===== src/rtl/pwm_phase_pkg.sv =====
package pwm_phase_pkg;
  localparam int CTRL_EN_BIT  = 31;
  localparam int CTRL_UPD_BIT = 30;
  localparam int INC_LSB      = 8;
  localparam int DUTY_W       = 8;

  // Output level for one phase sample: inverted on-time 0xFF means never high.
  function automatic logic duty_high(input logic [DUTY_W-1:0] phase_top,
                                     input logic [DUTY_W-1:0] duty_inv);
    return (duty_inv != {DUTY_W{1'b1}}) && (phase_top >= duty_inv);
  endfunction
endpackage


===== src/rtl/pwm_addr_dec.sv =====
module pwm_addr_dec #(
  parameter int NUM_CH     = 4,
  parameter int ADDR_W     = 12,
  parameter int STRIDE_LSB = 10,
  localparam int IDX_W     = ADDR_W - STRIDE_LSB
) (
  input  logic [ADDR_W-1:0] addr,
  input  logic              wr,
  output logic [NUM_CH-1:0] wr_sel,
  output logic              hit,
  output logic [IDX_W-1:0]  idx
);
  assign idx = addr[ADDR_W-1:STRIDE_LSB];
  assign hit = (addr[STRIDE_LSB-1:0] == '0) && (int'(idx) < NUM_CH);

  always_comb begin
    for (int i = 0; i < NUM_CH; i++) begin
      wr_sel[i] = wr && hit && (idx == IDX_W'(i));
    end
  end
endmodule


===== src/rtl/pwm_phase_chan.sv =====
module pwm_phase_chan
  import pwm_phase_pkg::*;
#(
  parameter int INC_W  = 22,
  localparam int CFG_W = INC_W + DUTY_W
) (
  input  logic             clk,
  input  logic             rst_n,
  input  logic             wr_en,
  input  logic [31:0]      wdata,
  output logic [31:0]      rd_word,
  output logic             pwm_out,
  output logic             wrap,
  output logic             commit,
  output logic             upd,
  output logic             en,
  output logic [CFG_W-1:0] cfg
);
  logic [INC_W-1:0]  acc, act_inc, sh_inc;
  logic [DUTY_W-1:0] act_duty, sh_duty;
  logic [INC_W:0]    sum;

  function automatic logic [INC_W-1:0] legal_inc(input logic [INC_W-1:0] v);
    return (v == '0) ? INC_W'(1) : v;
  endfunction

  assign sum    = {1'b0, acc} + {1'b0, act_inc};
  assign wrap   = en && sum[INC_W];
  assign commit = upd && (wrap || !en);

  always_ff @(posedge clk or negedge rst_n) begin
    if (!rst_n) begin
      en       <= 1'b0;
      upd      <= 1'b0;
      acc      <= '0;
      sh_inc   <= INC_W'(1);
      act_inc  <= INC_W'(1);
      sh_duty  <= '1;
      act_duty <= '1;
    end else begin
      acc <= en ? sum[INC_W-1:0] : '0;
      if (upd) begin
        if (commit) begin
          act_inc  <= sh_inc;
          act_duty <= sh_duty;
          upd      <= 1'b0;
        end
      end else if (wr_en) begin
        sh_inc  <= legal_inc(wdata[INC_LSB +: INC_W]);
        sh_duty <= wdata[DUTY_W-1:0];
        upd     <= wdata[CTRL_UPD_BIT];
      end
      if (wr_en) en <= wdata[CTRL_EN_BIT];
    end
  end

  assign pwm_out = en && duty_high(acc[INC_W-1 -: DUTY_W], act_duty);
  assign cfg     = {sh_inc, sh_duty};

  always_comb begin
    rd_word                  = '0;
    rd_word[CTRL_EN_BIT]     = en;
    rd_word[CTRL_UPD_BIT]    = upd;
    rd_word[INC_LSB +: INC_W] = sh_inc;
    rd_word[DUTY_W-1:0]      = sh_duty;
  end
endmodule


===== src/rtl/pwm_phase_bank.sv =====
module pwm_phase_bank
  import pwm_phase_pkg::*;
#(
  parameter int NUM_CH     = 4,
  parameter int INC_W      = 22,
  parameter int ADDR_W     = 12,
  parameter int STRIDE_LSB = 10,
  localparam int IDX_W     = ADDR_W - STRIDE_LSB,
  localparam int CFG_W     = INC_W + DUTY_W
) (
  input  logic              clk,
  input  logic              rst_n,
  input  logic              bus_wr,
  input  logic [ADDR_W-1:0] bus_addr,
  input  logic [31:0]       bus_wdata,
  output logic [31:0]       bus_rdata,
  output logic [NUM_CH-1:0] pwm_out
);
  logic [NUM_CH-1:0]            wr_sel;
  logic                         rd_hit;
  logic [IDX_W-1:0]             rd_idx;
  logic [NUM_CH-1:0][31:0]      chan_rd;
  logic [NUM_CH-1:0]            wrap_vec, commit_vec, upd_vec, en_vec;
  logic [NUM_CH-1:0][CFG_W-1:0] cfg_vec;

  pwm_addr_dec #(
    .NUM_CH(NUM_CH), .ADDR_W(ADDR_W), .STRIDE_LSB(STRIDE_LSB)
  ) u_dec (
    .addr(bus_addr), .wr(bus_wr), .wr_sel(wr_sel), .hit(rd_hit), .idx(rd_idx)
  );

  for (genvar g = 0; g < NUM_CH; g++) begin : g_ch
    pwm_phase_chan #(.INC_W(INC_W)) u_ch (
      .clk(clk), .rst_n(rst_n), .wr_en(wr_sel[g]), .wdata(bus_wdata),
      .rd_word(chan_rd[g]), .pwm_out(pwm_out[g]), .wrap(wrap_vec[g]),
      .commit(commit_vec[g]), .upd(upd_vec[g]), .en(en_vec[g]), .cfg(cfg_vec[g])
    );
  end

  always_comb begin
    bus_rdata = '0;
    for (int i = 0; i < NUM_CH; i++) begin
      if (rd_hit && (rd_idx == IDX_W'(i))) bus_rdata = chan_rd[i];
    end
  end
endmodule


===== config.mk =====
export PLATFORM = sky130hd
export DESIGN_NAME = pwm_phase_bank
export DESIGN_NICKNAME = d
export VERILOG_FILES = /design/src/rtl/pwm_phase_pkg.sv /design/src/rtl/pwm_addr_dec.sv /design/src/rtl/pwm_phase_chan.sv /design/src/rtl/pwm_phase_bank.sv
export SDC_FILE = /design/constraint.sdc
export NUM_CORES = 1
export LEC_CHECK = 0
export BUFFER_PORTS_ARGS = -buffer_cell sky130_fd_sc_hd__clkbuf_2
export CAP_MARGIN = 5
export CORE_MARGIN = 2
export CORE_UTILIZATION = 40
export DETAILED_ROUTE_END_ITERATION = 10
export GPL_ROUTABILITY_DRIVEN = 0
export PLACE_DENSITY = 0.62
export SLEW_MARGIN = 10
export SYNTH_ARGS = -nofsm -noshare
export SYNTH_HDL_FRONTEND = slang
export SYNTH_SLANG_ARGS = --single-unit

===== constraint.sdc =====
create_clock -name clk -period 3.6 [get_ports clk]
set_input_delay 0.72 -clock clk [delete_from_list [all_inputs] [get_ports clk]]
set_output_delay 0.72 -clock clk [all_outputs]
set_load 0.1 [all_outputs]

After elaboration in Yosys (flattened, before gate mapping). Index checks and enable logic that the tools add are counted.

Add/sub/neg operators: 4. Multipliers: 0. Div/mod/pow operators: 0. Magnitude comparators: 4. Equal/unequal tests: 7. Shift operators: 0. Muxes and demuxes: 21. Bitwise operators: 4. Reductions and logical operators: 44.

Operator list (number): two-way mux 32 bit (4); two-way mux 22 bit (5); adder 22 x 22 -> 23 bit (4); greater-or-equal comparator 8 bit (4); inequality test 8 bit (second input constant) (4); logical AND 1 bit (25); logical NOT 22 bit (1); AND reduction 2 bit (8); two-way mux 1 bit (12); logical NOT 10 bit (1); == test 2 bit (second input constant) (2); logical NOT 1 bit (4); logical OR 1 bit (4); NOT 1 bit (4); == test 2 x 1 -> 1 bit (second input constant) (1); logical NOT 2 bit (1).

Bits in registers: 336. Bits in latches: 0. Bits in writable memories: 0. ROM bits: 0. Bits of input ports: 47. Output and inout port bits: 36. Word-level logic and storage cells: 112. Memories kept: 0.

Logic depth before layout (Yosys ltp). Gate-level depths: netlist of the first run.

Depth after elaboration: 6. Gate-level depth with buffers: 11. Mapped depth without buffers: 10.

Cells and area by module. A second synthesis of the first run with hierarchy kept.

Cells, all modules: 1771. Area, all modules: 19760.2 um2.

By module, submodules not included: pwm_phase_chan (g_ch[1].u_ch ...) (times used 3, cells each 411, area an instance 4626.9 um2, seq. area each 2124.5 um2); pwm_phase_chan (g_ch[0].u_ch) (times used 1, cells each 413, area an instance 4754.6 um2, seq. area each 2124.5 um2); pwm_phase_bank (times used 1, cells each 111, area an instance 1022.2 um2, seq. area each 0.0 um2); pwm_addr_dec (times used 1, cells each 14, area an instance 102.6 um2, seq. area each 0.0 um2).

Worst setup path after synthesis of the first run. OpenSTA, ideal clock, no wires.

Path type: in2out. Start point: input bus_addr[5]. End point: output bus_rdata[30]. Arrival: 3.811 ns. Data required time: 2.880 ns. Path slack: -0.931 ns. Stages on the path: 6. Path buffers: 1. Path through: nor4_1 -> nand3_1 -> inv_1 -> nand3_1 -> clkbuf_1 -> o21ai_0.

Cells in the longest elaborated chain, start to end: 6. Elaborated cells between the ends (all ways): 9.

Ends and longest elaborated chain: from (decl) (RTL line pwm_phase_bank.sv:14) `input logic [ADDR_W-1:0] bus_addr,`; logical NOT 10 bit * (RTL line pwm_addr_dec.sv:14) `assign hit = (addr[STRIDE_LSB-1:0] == '0) && (int'(idx) < NUM_CH);`; logical AND 1 bit (RTL line pwm_phase_bank.sv:43) `if (rd_hit && (rd_idx == IDX_W'(i))) bus_rdata = chan_rd[i];`; two-way mux 32 bit (3 in series) (RTL line pwm_phase_bank.sv:43); two-way mux 32 bit * (RTL line pwm_phase_bank.sv:43); to (decl) (RTL line pwm_phase_bank.sv:16) `output logic [31:0] bus_rdata,`.

Every way passes the cells marked *; elsewhere a longest branch is shown, timed or not.

Worst setup path in the final report of the first run.
Start point: input bus_addr[1]. End point: output bus_rdata[1].

The elaborated chain is that of the path after synthesis.

==> metrics.log, run 1 <==
INFO  metric synth_area_per_cell = 10.8 sq um
INFO  metric ys_seq_elements = 336
INFO  metric core_area = 45,500 sq um
INFO  metric post-synth-top-area-fraction = 0.357
INFO  metric worst-endpoint-arrival = 2.76 ns
INFO  metric worst-r2r-setup-slack = 0.23 ns
INFO  metric groute.usage.overall = 0.202
INFO  metric io_buffers = 82
INFO  metric post_synth_xor_area_fraction = 0.0261
INFO  metric num-nets-final = 1,965
INFO  metric cts_tree = built
INFO  metric most-common-layout-cells = dfrtp_1 (264), mux2_2 (224), nand2_1 (128)
INFO  metric grt_pass1_vias = 13,350
INFO  metric cts-buffers-inserted = 38
INFO  metric ys_async_sr_fraction = 1.00
INFO  metric cts_h_tree_depth = 2
INFO  metric synth.yosys.warnings = 0
INFO  metric ioPinCount = 83
INFO  metric grt.overflow.total = 0
INFO  metric timing.max_cap.violations = 0
INFO  metric placed_cells_incl_taps = 2,354
INFO  metric fmaxAchievable = 287 MHz
INFO  metric max-slew-margin-rel = 0.397
INFO  metric met3_length = 2140 microns
INFO  metric pin_count_of_the_biggest_net_entering_global_routing = 100
INFO  metric cts.hold.buffers_added = 0
INFO  metric die_height = 219 microns
INFO  metric post-layout-total-power = 7.86 mW
INFO  metric netlist_instances = 1,708
INFO  metric post-cts-setup-buffers = 0
INFO  metric finalHoldViolCount = 0
INFO  metric clock_latency = 0.54 ns
INFO  metric drt-total-wl = 47,800 microns
INFO  metric place_hpwl = 35,800 microns
INFO  metric synthAdderAreaFrac = 0.0855
INFO  metric area_growth = 16.1%
INFO  metric routed-via-count = 13,276
INFO  metric drt-met1-wl = 23,000 microns
INFO  metric layout.filler_cells = 4,223
INFO  metric route.top_layer_used = met4
INFO  metric layout_min_cycle_time = 3.48 ns
INFO  metric final.period_utilization = 0.968
INFO  metric most_frequent_standard_cell_in_the_layout_excluding_fill_and_tap_cells = dfrtp_1
INFO  metric outcome = completed
INFO  metric synth_edf_count = 0
INFO  metric crit_path_max_fanout = 19
INFO  metric yosys.cell_types.count = 74
INFO  metric fin_skew = 0.0184 ns
INFO  metric drcViolationCount = 0
INFO  metric synth_top_cell_by_area = dfrtp_1
INFO  metric power_leakage = 10.4 nW
INFO  metric initial_utilization = 0.407
INFO  metric final-max-slew-violation-count = 0
INFO  metric grt_setup_unrepaired = false
INFO  metric main_combinational_cell_family_by_area_after_synthesis = multiplexers
INFO  metric worstPathRequired = 2.88 ns
INFO  metric worst_slew_pin_slew = 0.893 ns
INFO  metric synthTopCellsByArea = dfrtp_1 (36%), mux2_2 (14%), dfstp_2 (10%), ha_1 (8.1%), a21oi_1 (3.1%)
INFO  metric report.final.setup_viol = 0
INFO  metric antenna_found_initial = 1
INFO  metric synth-compound-area-share = 0.126
INFO  metric dr.first_iter.drc_count = 799
INFO  metric drt_first_pass_iters = 5
INFO  metric met2WireLength = 21,500 microns
INFO  metric yosys_most_used_dff = dfrtp_1
INFO  metric antenna_left = 0
INFO  metric whs = 0.103 ns
INFO  metric final_cells = 2,424
INFO  metric final_layout_size_suffix_gt1_frac = 0.284
INFO  metric clock_tree.buffer_depth = 3
INFO  metric synth_fp_nets = 1,879
INFO  metric clkSlewWorstSetupHoldPaths = 0.06 ns
INFO  metric netlist_area = 18,500 sq um
INFO  metric max-vdd-ir-drop = 0.279 mV
INFO  metric grt_pass1_wl = 76,000 microns
INFO  metric power_density = 366 nW/um^2
INFO  metric cts_sink_cnt = 336
INFO  metric simple_gate_share_of_the_synthesized_area = 0.115
INFO  metric hold_class = in2async
INFO  metric detail_route.vias_per_cell = 5.48
INFO  metric synth.area.mux_share = 0.152
INFO  metric path_class = in2out
INFO  metric worstSetupEndpointType = output pin
INFO  metric routed_wire_length_per_instance = 19.7 microns
INFO  metric row_count = 78
INFO  metric synth_sequential_area_ratio = 0.460
INFO  metric die-width = 219 microns
INFO  metric die_area = 48,000 sq um
INFO  metric clock_tree.root_cell = clkbuf_16
INFO  metric critPathLaunchType = input port
repair_timing:
action / 4_1_cts / 5_1_grt
endpoints found under the setup margin: 1 / 5
resized for setup: 1 / 6
pin swaps: 0 / 1
where the power goes:
part	internal, mW	switching (mW)	leakage, nW
registers	3.79	0.00692	4.42
logic	0.0431	0.145	5.40
clock network	2.30	1.58	0.612
total	6.13	1.74	10.4
logic make-up (layout without fill, tap and decap cells):
group,Yosys count,count (layout)
buffers and inverters,140,255
adder cells (fa/ha/maj),124,124
AND/OR/NAND/NOR,426,426
flip-flops,336,336
multiplexers,248,248
AO/OA/AOI/OAI,379,379
other,0,1
XOR/XNOR,55,55
worst paths after layout:
| check | start | endpoint | cells after the start |
|---|---|---|---|
| setup / recovery | bus_addr[1] | bus_rdata[1] | 8 |
| hold / removal | rst_n | g_ch[3].u_ch.sh_inc[20]$_DFFE_PN0P_ | 1 |
| setup reg to reg | g_ch[3].u_ch.act_inc[0]$_DFFE_PN1P_ | g_ch[3].u_ch.act_inc[7]$_DFFE_PN0P_ | 11 |
| hold reg to reg | g_ch[3].u_ch.act_inc[3]$_DFFE_PN0P_ | g_ch[3].u_ch.act_inc[3]$_DFFE_PN0P_ | 1 |
| max in group asynchronous | rst_n | g_ch[1].u_ch.acc[4]$_DFF_PN0_ | 2 |
| min in group clk | bus_wdata[7] | g_ch[2].u_ch.sh_duty[7]$_DFFE_PN1P_ | 2 |
routing by layer:
metal  vias to the layer above  global-route usage
met3                        65              0.0270
li1                       6299                   -
met4                         0              0.0572
met2                       304               0.317
met5                         -                   0
met1                      6608               0.293
critical path, stage by stage:
cell	delay (ns)
clkbuf_2	0.08
nor4_1	0.27
nand3_1	0.16
buf_4	0.18
or3b_2	0.69
o21ai_0	0.27
a21oi_1	0.17
buf_12	0.22
sequential cells by signal, summed over array words and instances, names as in the netlist:
signal and flops:
g_ch.u_ch.upd 4, g_ch.u_ch.acc 88, g_ch.u_ch.act_inc 88, g_ch.u_ch.act_duty 32, g_ch.u_ch.sh_inc 88, g_ch.u_ch.en 4, g_ch.u_ch.sh_duty 32
synth_stat cells (all sizes together) (25+ instances only):
| library cell | number |
|---|---|
| mux2 | 243 |
| nand2 | 128 |
| a21o | 33 |
| nor2 | 104 |
| buf | 31 |
| o21ai | 119 |
| clkbuf | 41 |
| inv | 67 |
| dfrtp | 264 |
| dfstp | 72 |
| and2 | 49 |
| a211oi | 25 |
| a21oi | 117 |
| ha | 120 |
| xnor2 | 33 |
cell type report:
type	count	area, sq um	share of cell area
inverters	68	255	0.0119
clock inverters	17	183	0.00851
clock buffers	52	1060	0.0495
diodes	1	2.50	0.000117
repair buffers	118	1270	0.0593
multi-input cells	1232	9440	0.440
flip-flops and latches	336	8500	0.396
well taps	600	751	0.0350
per-stage QoR:
stage | cell area [sq um] | worst slack [ns] | setup TNS (ns) | utilization
2_1_floorplan | 18500 | -0.351 | -0.952 | -
3_3_place_gp | 20200 | -0.00114 | -0.00114 | 0.445
3_5_place_dp | 20200 | 0.0121 | 0 | 0.445
4_1_cts | 21500 | 0.00880 | 0 | 0.472
5_1_grt | 21500 | 0.00297 | 0 | 0.472
6_report | 21500 | 0.117 | 0 | 0.472
Power figures use the tool's default switching activity.
==> inputs of run 2 (changes only) <==
--- a/config.mk
+++ b/config.mk
@@ -11,6 +11,7 @@
 export CORE_UTILIZATION = 40
 export DETAILED_ROUTE_END_ITERATION = 10
 export GPL_ROUTABILITY_DRIVEN = 0
+export MAX_ROUTING_LAYER = met4
 export PLACE_DENSITY = 0.62
 export SLEW_MARGIN = 10
 export SYNTH_ARGS = -nofsm -noshare
==> constraint.sdc (replaced) <==
create_clock -name clk -period 3.6 [get_ports clk]
set_input_delay 0 -clock clk [delete_from_list [all_inputs] [get_ports clk]]
set_output_delay 0 -clock clk [all_outputs]
set_load 0.1 [all_outputs]
==> metrics.log, run 2 (same netlist as run 1, synthesis figures left out) <==
INFO  metric grt_setup_unrepaired = false
INFO  metric path_class = reg2reg
INFO  metric outcome = completed
INFO  metric finalHoldViolCount = 0 (unchanged)
INFO  metric rr_startpoint = g_ch[3].u_ch.act_inc[0]$_DFFE_PN1P_
INFO  metric worstSetupEndpointType = flop
INFO  metric worst_slew_pin_slew = 0.989 ns (+0.0955 ns)
INFO  metric crit_path_max_fanout = 16 (-3)
INFO  metric drt_first_pass_iters = 5 (unchanged)
INFO  metric drt-total-wl = 46,600 microns (-2.4%)
INFO  metric p_clk_frac = 0.495 (+0.002)
INFO  metric cts_tree = built
INFO  metric ioPinCount = 83 (unchanged)
INFO  metric grt_pass1_wl = 75,100 microns (-1.2%)
INFO  metric grt.overflow.total = 0 (unchanged)
INFO  metric layout_min_cycle_time = 3.26 ns (-0.225 ns)
INFO  metric most_frequent_standard_cell_in_the_layout_excluding_fill_and_tap_cells = dfrtp_1
INFO  metric switchingPower = 1.73 mW (-0.35%)
INFO  metric most-common-layout-cells = dfrtp_1 (264), mux2_2 (224), nand2_1 (128)
INFO  metric cts_sink_cnt = 336 (unchanged)
INFO  metric antennaDiodeCount = 0 (-1)
INFO  metric fin_skew = 0.0126 ns (-0.00576 ns)
INFO  metric biggestRegsByFlops = g_ch.u_ch.acc (88), g_ch.u_ch.act_inc (88), g_ch.u_ch.sh_inc (88)
INFO  metric post-place-ws = 0.347 ns (+0.334 ns)
INFO  metric fmaxAchievable = 307 MHz (+6.9%)
INFO  metric area_growth = 14.4%
INFO  metric clkSlewWorstSetupHoldPaths = 0.06 ns (about the same)
INFO  metric die_height = 219 microns (unchanged)
INFO  metric power_leakage = 10.4 nW (-0.22%)
INFO  metric final_layout_size_suffix_gt1_frac = 0.264 (-0.0192)
INFO  metric final_critical_path_setup_slack = 0.342 ns (+0.225 ns)
INFO  metric row_count = 78 (unchanged)
INFO  metric timing.max_cap.violations = 0 (unchanged)
INFO  metric grt_pass1_vias = 13,225 (-0.94%)
INFO  metric cts_h_tree_depth = 2 (unchanged)
INFO  metric antenna_found_initial = 0 (-1)
INFO  metric swShare = 0.218 (-0.00260)
INFO  metric pin_count_of_the_biggest_net_entering_global_routing = 104 (+4.0%)
INFO  metric cell_internal_pwr = 6.20 mW (+1.2%)
INFO  metric final_cells = 2,446 (+0.91%)
INFO  metric core_area = 45,500 sq um (unchanged)
INFO  metric worstPathRequired = 4.01 ns (+1.13 ns)
INFO  metric power.sequential.fraction = 0.478 (-0.005)
INFO  metric place_hpwl = 34,400 microns (-3.9%)
INFO  metric initial_utilization = 0.407 (unchanged)
INFO  metric antenna_left = 0 (unchanged)
INFO  metric max-vdd-ir-drop = 0.314 mV (+13%)
INFO  metric hold_class = in2async
INFO  metric clock_tree.root_cell = clkbuf_16
INFO  metric report.final.setup_viol = 0 (unchanged)
INFO  metric setup.worst_path.start = g_ch[3].u_ch.act_inc[0]$_DFFE_PN1P_
INFO  metric dr.first_iter.drc_count = 792 (-0.88%)
INFO  metric die_area = 48,000 sq um (unchanged)
INFO  metric detail_route.vias_per_cell = 5.43 (-0.79%)
INFO  metric drcViolationCount = 0 (unchanged)
INFO  metric die-width = 219 microns (unchanged)
INFO  metric whs = 0.0138 ns (-0.0893 ns)
INFO  metric layout.core_utilization = 0.465 (-0.00713)
INFO  metric comb_power_share = 0.027 (+0.003)
INFO  metric final.period_utilization = 0.905 (-0.0626)
INFO  metric groute.usage.overall = 0.205 (+0.00252)
INFO  metric routed-via-count = 13,291 (+0.11%)
INFO  metric setup-tns-final = 0 ns (unchanged)
INFO  metric worst-endpoint-arrival = 3.67 ns (+0.91 ns)
INFO  metric placed_cells_incl_taps = 2,342 (-0.51%)
INFO  metric cts_repair_resize_count = 0 (-1)
INFO  metric post-layout-total-power = 7.93 mW (+0.84%)
INFO  metric power_density = 375 nW/um^2 (+2.4%)
INFO  metric io_buffers = 82 (unchanged)
INFO  metric final-max-slew-violation-count = 0 (unchanged)
INFO  metric routed_wire_length_per_instance = 19.1 microns (-3.2%)
INFO  metric clock_tree.buffer_depth = 3 (unchanged)
INFO  metric dpl-instance-area = 19,500 sq um (-3.4%)
INFO  metric num-nets-final = 1,988 (+1.2%)
INFO  metric critPathLaunchType = flop
INFO  metric clock_latency = 0.53 ns (about the same)
INFO  metric cts-buffers-inserted = 39 (+2.6%)
INFO  metric final_design_area_no_fill = 21,100 sq um (-1.5%)
INFO  metric max-slew-margin-rel = 0.335 (-0.0620)
[run 2: changes by cell type in the layout (fill, tap and decap cells not counted), sizes merged]
cell         before  now
dlygate4sd3       0   34
diode             1    0
clkinv           11    7
buf              72   25
bufinv            3    1
clkbuf           98  140
[run 2: final cells by class]
class                      instances  area, sq um
clock buffer                      59         1180
clock inverter                    11         92.6
fill                            4296        24300
inverter                          68          255
multi-input combinational       1232         9380
sequential                       336         8500
tap                              600          751
timing repair buffer             140          991
[run 2: path summary, 6_finish.rpt]
check                                                  endpoint  slack (ns)  cells after the start
max                         g_ch[3].u_ch.act_inc[1]$_DFFE_PN0P_        0.34                     11
min                              g_ch[3].u_ch.acc[19]$_DFF_PN0_        0.01                      2
max reg2reg                 g_ch[3].u_ch.act_inc[1]$_DFFE_PN0P_        0.34                     11
min reg2reg                g_ch[2].u_ch.act_inc[17]$_DFFE_PN0P_        0.50                      1
max in group asynchronous    g_ch[1].u_ch.sh_inc[5]$_DFFE_PN0P_        2.68                      3
min in group clk                    g_ch[1].u_ch.en$_DFFE_PN0N_        0.26                      5
[run 2: critical path, stage by stage (launching register included)]
cell and delay [ns]:
dfstp_2 0.53, ha_1 0.18, inv_1 0.06, fa_1 0.37, nand2b_1 0.19, a21o_1 0.18, a21bo_2 0.24, a2111oi_4 0.37
o21a_1 0.19, o21ai_2 0.24, buf_4 0.30, mux2_2 0.29
[run 2: repair_timing]
| action | 4_1_cts | 5_1_grt |
|---|---|---|
| hold endpoints to repair | 425 | 0 |
| hold buffers | 34 | 0 |
| buffers inserted | 0 | 0 |
[run 2: power by group through the flow]
stage                     clock, mW  combinational, mW  sequential (mW)
after detailed placement          0              0.189             3.86
after global routing           4.16              0.238             3.79
after global placement            0              0.187             3.86
after CTS                      4.00              0.219             3.79
final                          3.92              0.212             3.80
after floorplan                   0             0.0307             3.86
[run 2: layer usage]
metal | routed length (microns) | vias to the layer above | global-route usage
li1 | - | 6337 | -
met1 | 21900 | 6600 | 0.282
met2 | 21800 | 295 | 0.323
met3 | 2070 | 59 | 0.0287
met4 | 825 | 0 | 0.0453
met5 | 0 | - | -
==> inputs of run 3 (changes only) <==
--- a/config.mk
+++ b/config.mk
@@ -12,7 +12,7 @@
 export DETAILED_ROUTE_END_ITERATION = 10
 export GPL_ROUTABILITY_DRIVEN = 0
 export MAX_ROUTING_LAYER = met4
-export PLACE_DENSITY = 0.62
+export PLACE_DENSITY = 0.64
 export SLEW_MARGIN = 10
 export SYNTH_ARGS = -nofsm -noshare
 export SYNTH_HDL_FRONTEND = slang
==> constraint.sdc (replaced) <==
create_clock -name clk -period 2.85 [get_ports clk]
set_input_delay 0 -clock clk [delete_from_list [all_inputs] [get_ports clk]]
set_output_delay 0 -clock clk [all_outputs]
set_load 0.1 [all_outputs]
==> metrics.log, run 3 (same netlist as run 1, synthesis figures left out) <==
INFO  metric max-vdd-ir-drop = 0.303 mV (-3.7%)
INFO  metric fin_skew = 0.0163 ns (+0.00363 ns)
INFO  metric grt_setup_unrepaired = true
INFO  metric max-slew-margin-rel = 0.461 (+0.126)
INFO  metric routed-via-count = 13,650 (+2.7%)
INFO  metric path_class = reg2reg
INFO  metric die-width = 219 microns (unchanged)
INFO  metric initial_utilization = 0.407 (unchanged)
INFO  metric num-nets-final = 2,034 (+2.3%)
INFO  metric layout.area.seq = 8500 sq um (unchanged)
INFO  metric antenna_found_initial = 0 (unchanged)
INFO  metric antenna_left = 0 (unchanged)
INFO  metric drt-met1-wl = 22,500 microns (+2.5%)
INFO  metric detail_route.vias_per_cell = 5.48 (+0.81%)
INFO  metric place_hpwl = 34,600 microns (+0.59%)
INFO  metric final-max-slew-violation-count = 0 (unchanged)
INFO  metric ioPinCount = 83 (unchanged)
INFO  metric grt_pass1_vias = 13,547 (+2.4%)
INFO  metric failed_checks = negative setup slack
INFO  metric multiInputGateArea = 9570 sq um (+2.1%)
INFO  metric die_area = 48,000 sq um (unchanged)
INFO  metric most_frequent_standard_cell_in_the_layout_excluding_fill_and_tap_cells = dfrtp_1
INFO  metric layout.filler_cells = 4,122 (-4.1%)
INFO  metric clock_tree.root_cell = clkbuf_16
INFO  metric clock_latency = 0.53 ns (about the same)
INFO  metric grt_pass1_wl = 76,400 microns (+1.7%)
INFO  metric dr.first_iter.drc_count = 936 (+18%)
INFO  metric drt-total-wl = 48,200 microns (+3.3%)
INFO  metric row_count = 78 (unchanged)
INFO  metric layout_min_cycle_time = 2.95 ns (-0.305 ns)
INFO  metric cts_tree = built
INFO  metric power_density = 465 nW/um^2 (+24%)
INFO  metric outcome = complete, but fails checks
INFO  metric worst-endpoint-arrival = 3.36 ns (-0.31 ns)
INFO  metric core_area = 45,500 sq um (unchanged)
INFO  metric final_critical_path_setup_slack = -0.103 ns (-0.445 ns)
INFO  metric pin_count_of_the_biggest_net_entering_global_routing = 112 (+7.7%)
INFO  metric grt.overflow.total = 0 (unchanged)
INFO  metric die_height = 219 microns (unchanged)
INFO  metric worst_slew_pin_slew = 0.806 ns (-0.183 ns)
INFO  metric post-layout-total-power = 10.4 mW (+31%)
INFO  metric worstSetupEndpointType = flop
INFO  metric cts-buffers-inserted = 38 (-2.6%)
INFO  metric routed_wire_length_per_instance = 19.3 microns (+1.4%)
INFO  metric cts_h_tree_depth = 2 (unchanged)
INFO  metric critPathLaunchType = flop
INFO  metric worstPathRequired = 3.26 ns (-0.75 ns)
INFO  metric drcViolationCount = 0 (unchanged)
INFO  metric fmaxAchievable = 339 MHz (+10%)
INFO  metric met3_length = 2430 microns (+17%)
INFO  metric setup-tns-final = -4.14 ns (-4.14 ns)
INFO  metric final.period_utilization = 1.04 (+0.131)
INFO  metric cts_sink_cnt = 336 (unchanged)
INFO  metric power_leakage = 10.9 nW (+4.8%)
INFO  metric setup.worst_path.start = g_ch[3].u_ch.act_inc[0]$_DFFE_PN1P_
INFO  metric timing.max_cap.violations = 0 (unchanged)
INFO  metric area_growth = 20.5%
INFO  metric io_buffers = 82 (unchanged)
INFO  metric report.final.setup_viol = 74 (+74)
INFO  metric most-common-layout-cells = dfrtp_1 (264), mux2_2 (222), nand2_1 (128)
INFO  metric crit_path_max_fanout = 7 (-9)
INFO  metric clkSlewWorstSetupHoldPaths = 0.06 ns (about the same)
INFO  metric antennaDiodeCount = 0 (unchanged)
INFO  metric hold_class = in2async
INFO  metric met2WireLength = 21,900 microns (+0.48%)
INFO  metric rr_startpoint = g_ch[3].u_ch.act_inc[0]$_DFFE_PN1P_
INFO  metric groute.usage.overall = 0.209 (+0.00368)
INFO  metric finalHoldViolCount = 0 (unchanged)
INFO  metric biggestRegsByFlops = g_ch.u_ch.acc (88), g_ch.u_ch.act_inc (88), g_ch.u_ch.sh_inc (88)
INFO  metric drt_first_pass_iters = 6 (+1)
INFO  metric route.top_layer_used = met4
INFO  metric clock_tree.buffer_depth = 3 (unchanged)
INFO  metric final_layout_size_suffix_gt1_frac = 0.298 (+0.0332)
==> run 3: cell types whose count changed in the layout (fill, tap and decap cells not counted), sizes merged <==
| cell | delta |
|---|---|
| clkbuf | -25 |
| clkinv | +1 |
| bufinv | +5 |
| clkinvlp | -1 |
| dlygate4sd3 | +1 |
| buf | +65 |
==> run 3: worst paths after layout <==
path,to,slack [ns],cells after the start
setup / recovery,g_ch[3].u_ch.act_inc[4]$_DFFE_PN0P_,-0.10,12
setup reg to reg,g_ch[3].u_ch.act_inc[4]$_DFFE_PN0P_,-0.10,12
min in group clk,g_ch[2].u_ch.en$_DFFE_PN0N_,0.16,5
hold / removal,g_ch[3].u_ch.act_duty[2]$_DFFE_PN1P_,0.08,2
hold reg to reg,g_ch[1].u_ch.act_inc[2]$_DFFE_PN0P_,0.51,1
max in group asynchronous,g_ch[3].u_ch.acc[14]$_DFF_PN0_,1.55,3
==> run 3: metal layers <==
metal,vias to the layer above,track usage
li1,6438,-
met1,6751,0.286
met2,372,0.323
met3,89,0.0304
met4,0,0.0601
met5,-,-
==> run 3: final cells by class <==
class                   count  share of cell area
clock buffers              53              0.0499
clock inverters            16              0.0113
inverters                  68              0.0115
multi-input cells        1232               0.430
flip-flops and latches    336               0.382
well taps                 600              0.0337
repair buffers            187              0.0824
==> run 3: critical path, cell delays in order, from the launching register on <==
cell and delay (ns):
dfstp_2 0.56, ha_4 0.14, inv_2 0.03, fa_2 0.33
nand2b_4 0.15, a21o_1 0.18, a21bo_2 0.24, a2111oi_4 0.32
o21a_1 0.22, o21ai_4 0.10, buf_12 0.15, buf_16 0.14
mux2_4 0.29
==> run 3: what timing repair did <==
action	in CTS	in global routing
hold buffers	35	0
pin swaps	10	12
gates resized for setup	34	16
buffers inserted	9	7
endpoints found under the setup margin	118	125
endpoints found under the hold margin	395	0
gates cloned	5	2
==> run 3: stage by stage <==
step | setup slack [ns] | hold WS [ns] | utilization | cells | cell area, sq um
global route | -0.195 | 0.0904 | 0.490 | 2492 | 22300
floorplan | 0.0439 | -0.296 | - | 1708 | 18500
detailed placement | -0.109 | -0.132 | 0.442 | 2368 | 20100
finish | -0.103 | 0.0760 | 0.490 | 2492 | 22300
global placement | -0.0327 | -0.132 | 0.442 | 2368 | 20100
CTS | -0.0842 | 0.0750 | 0.487 | 2486 | 22200
==> run 3: power breakdown <==
group	total [mW]	switching [mW]	internal [mW]
clock	5.28	2.00	3.28
sequential	4.79	0.00779	4.79
combinational	0.274	0.188	0.0859
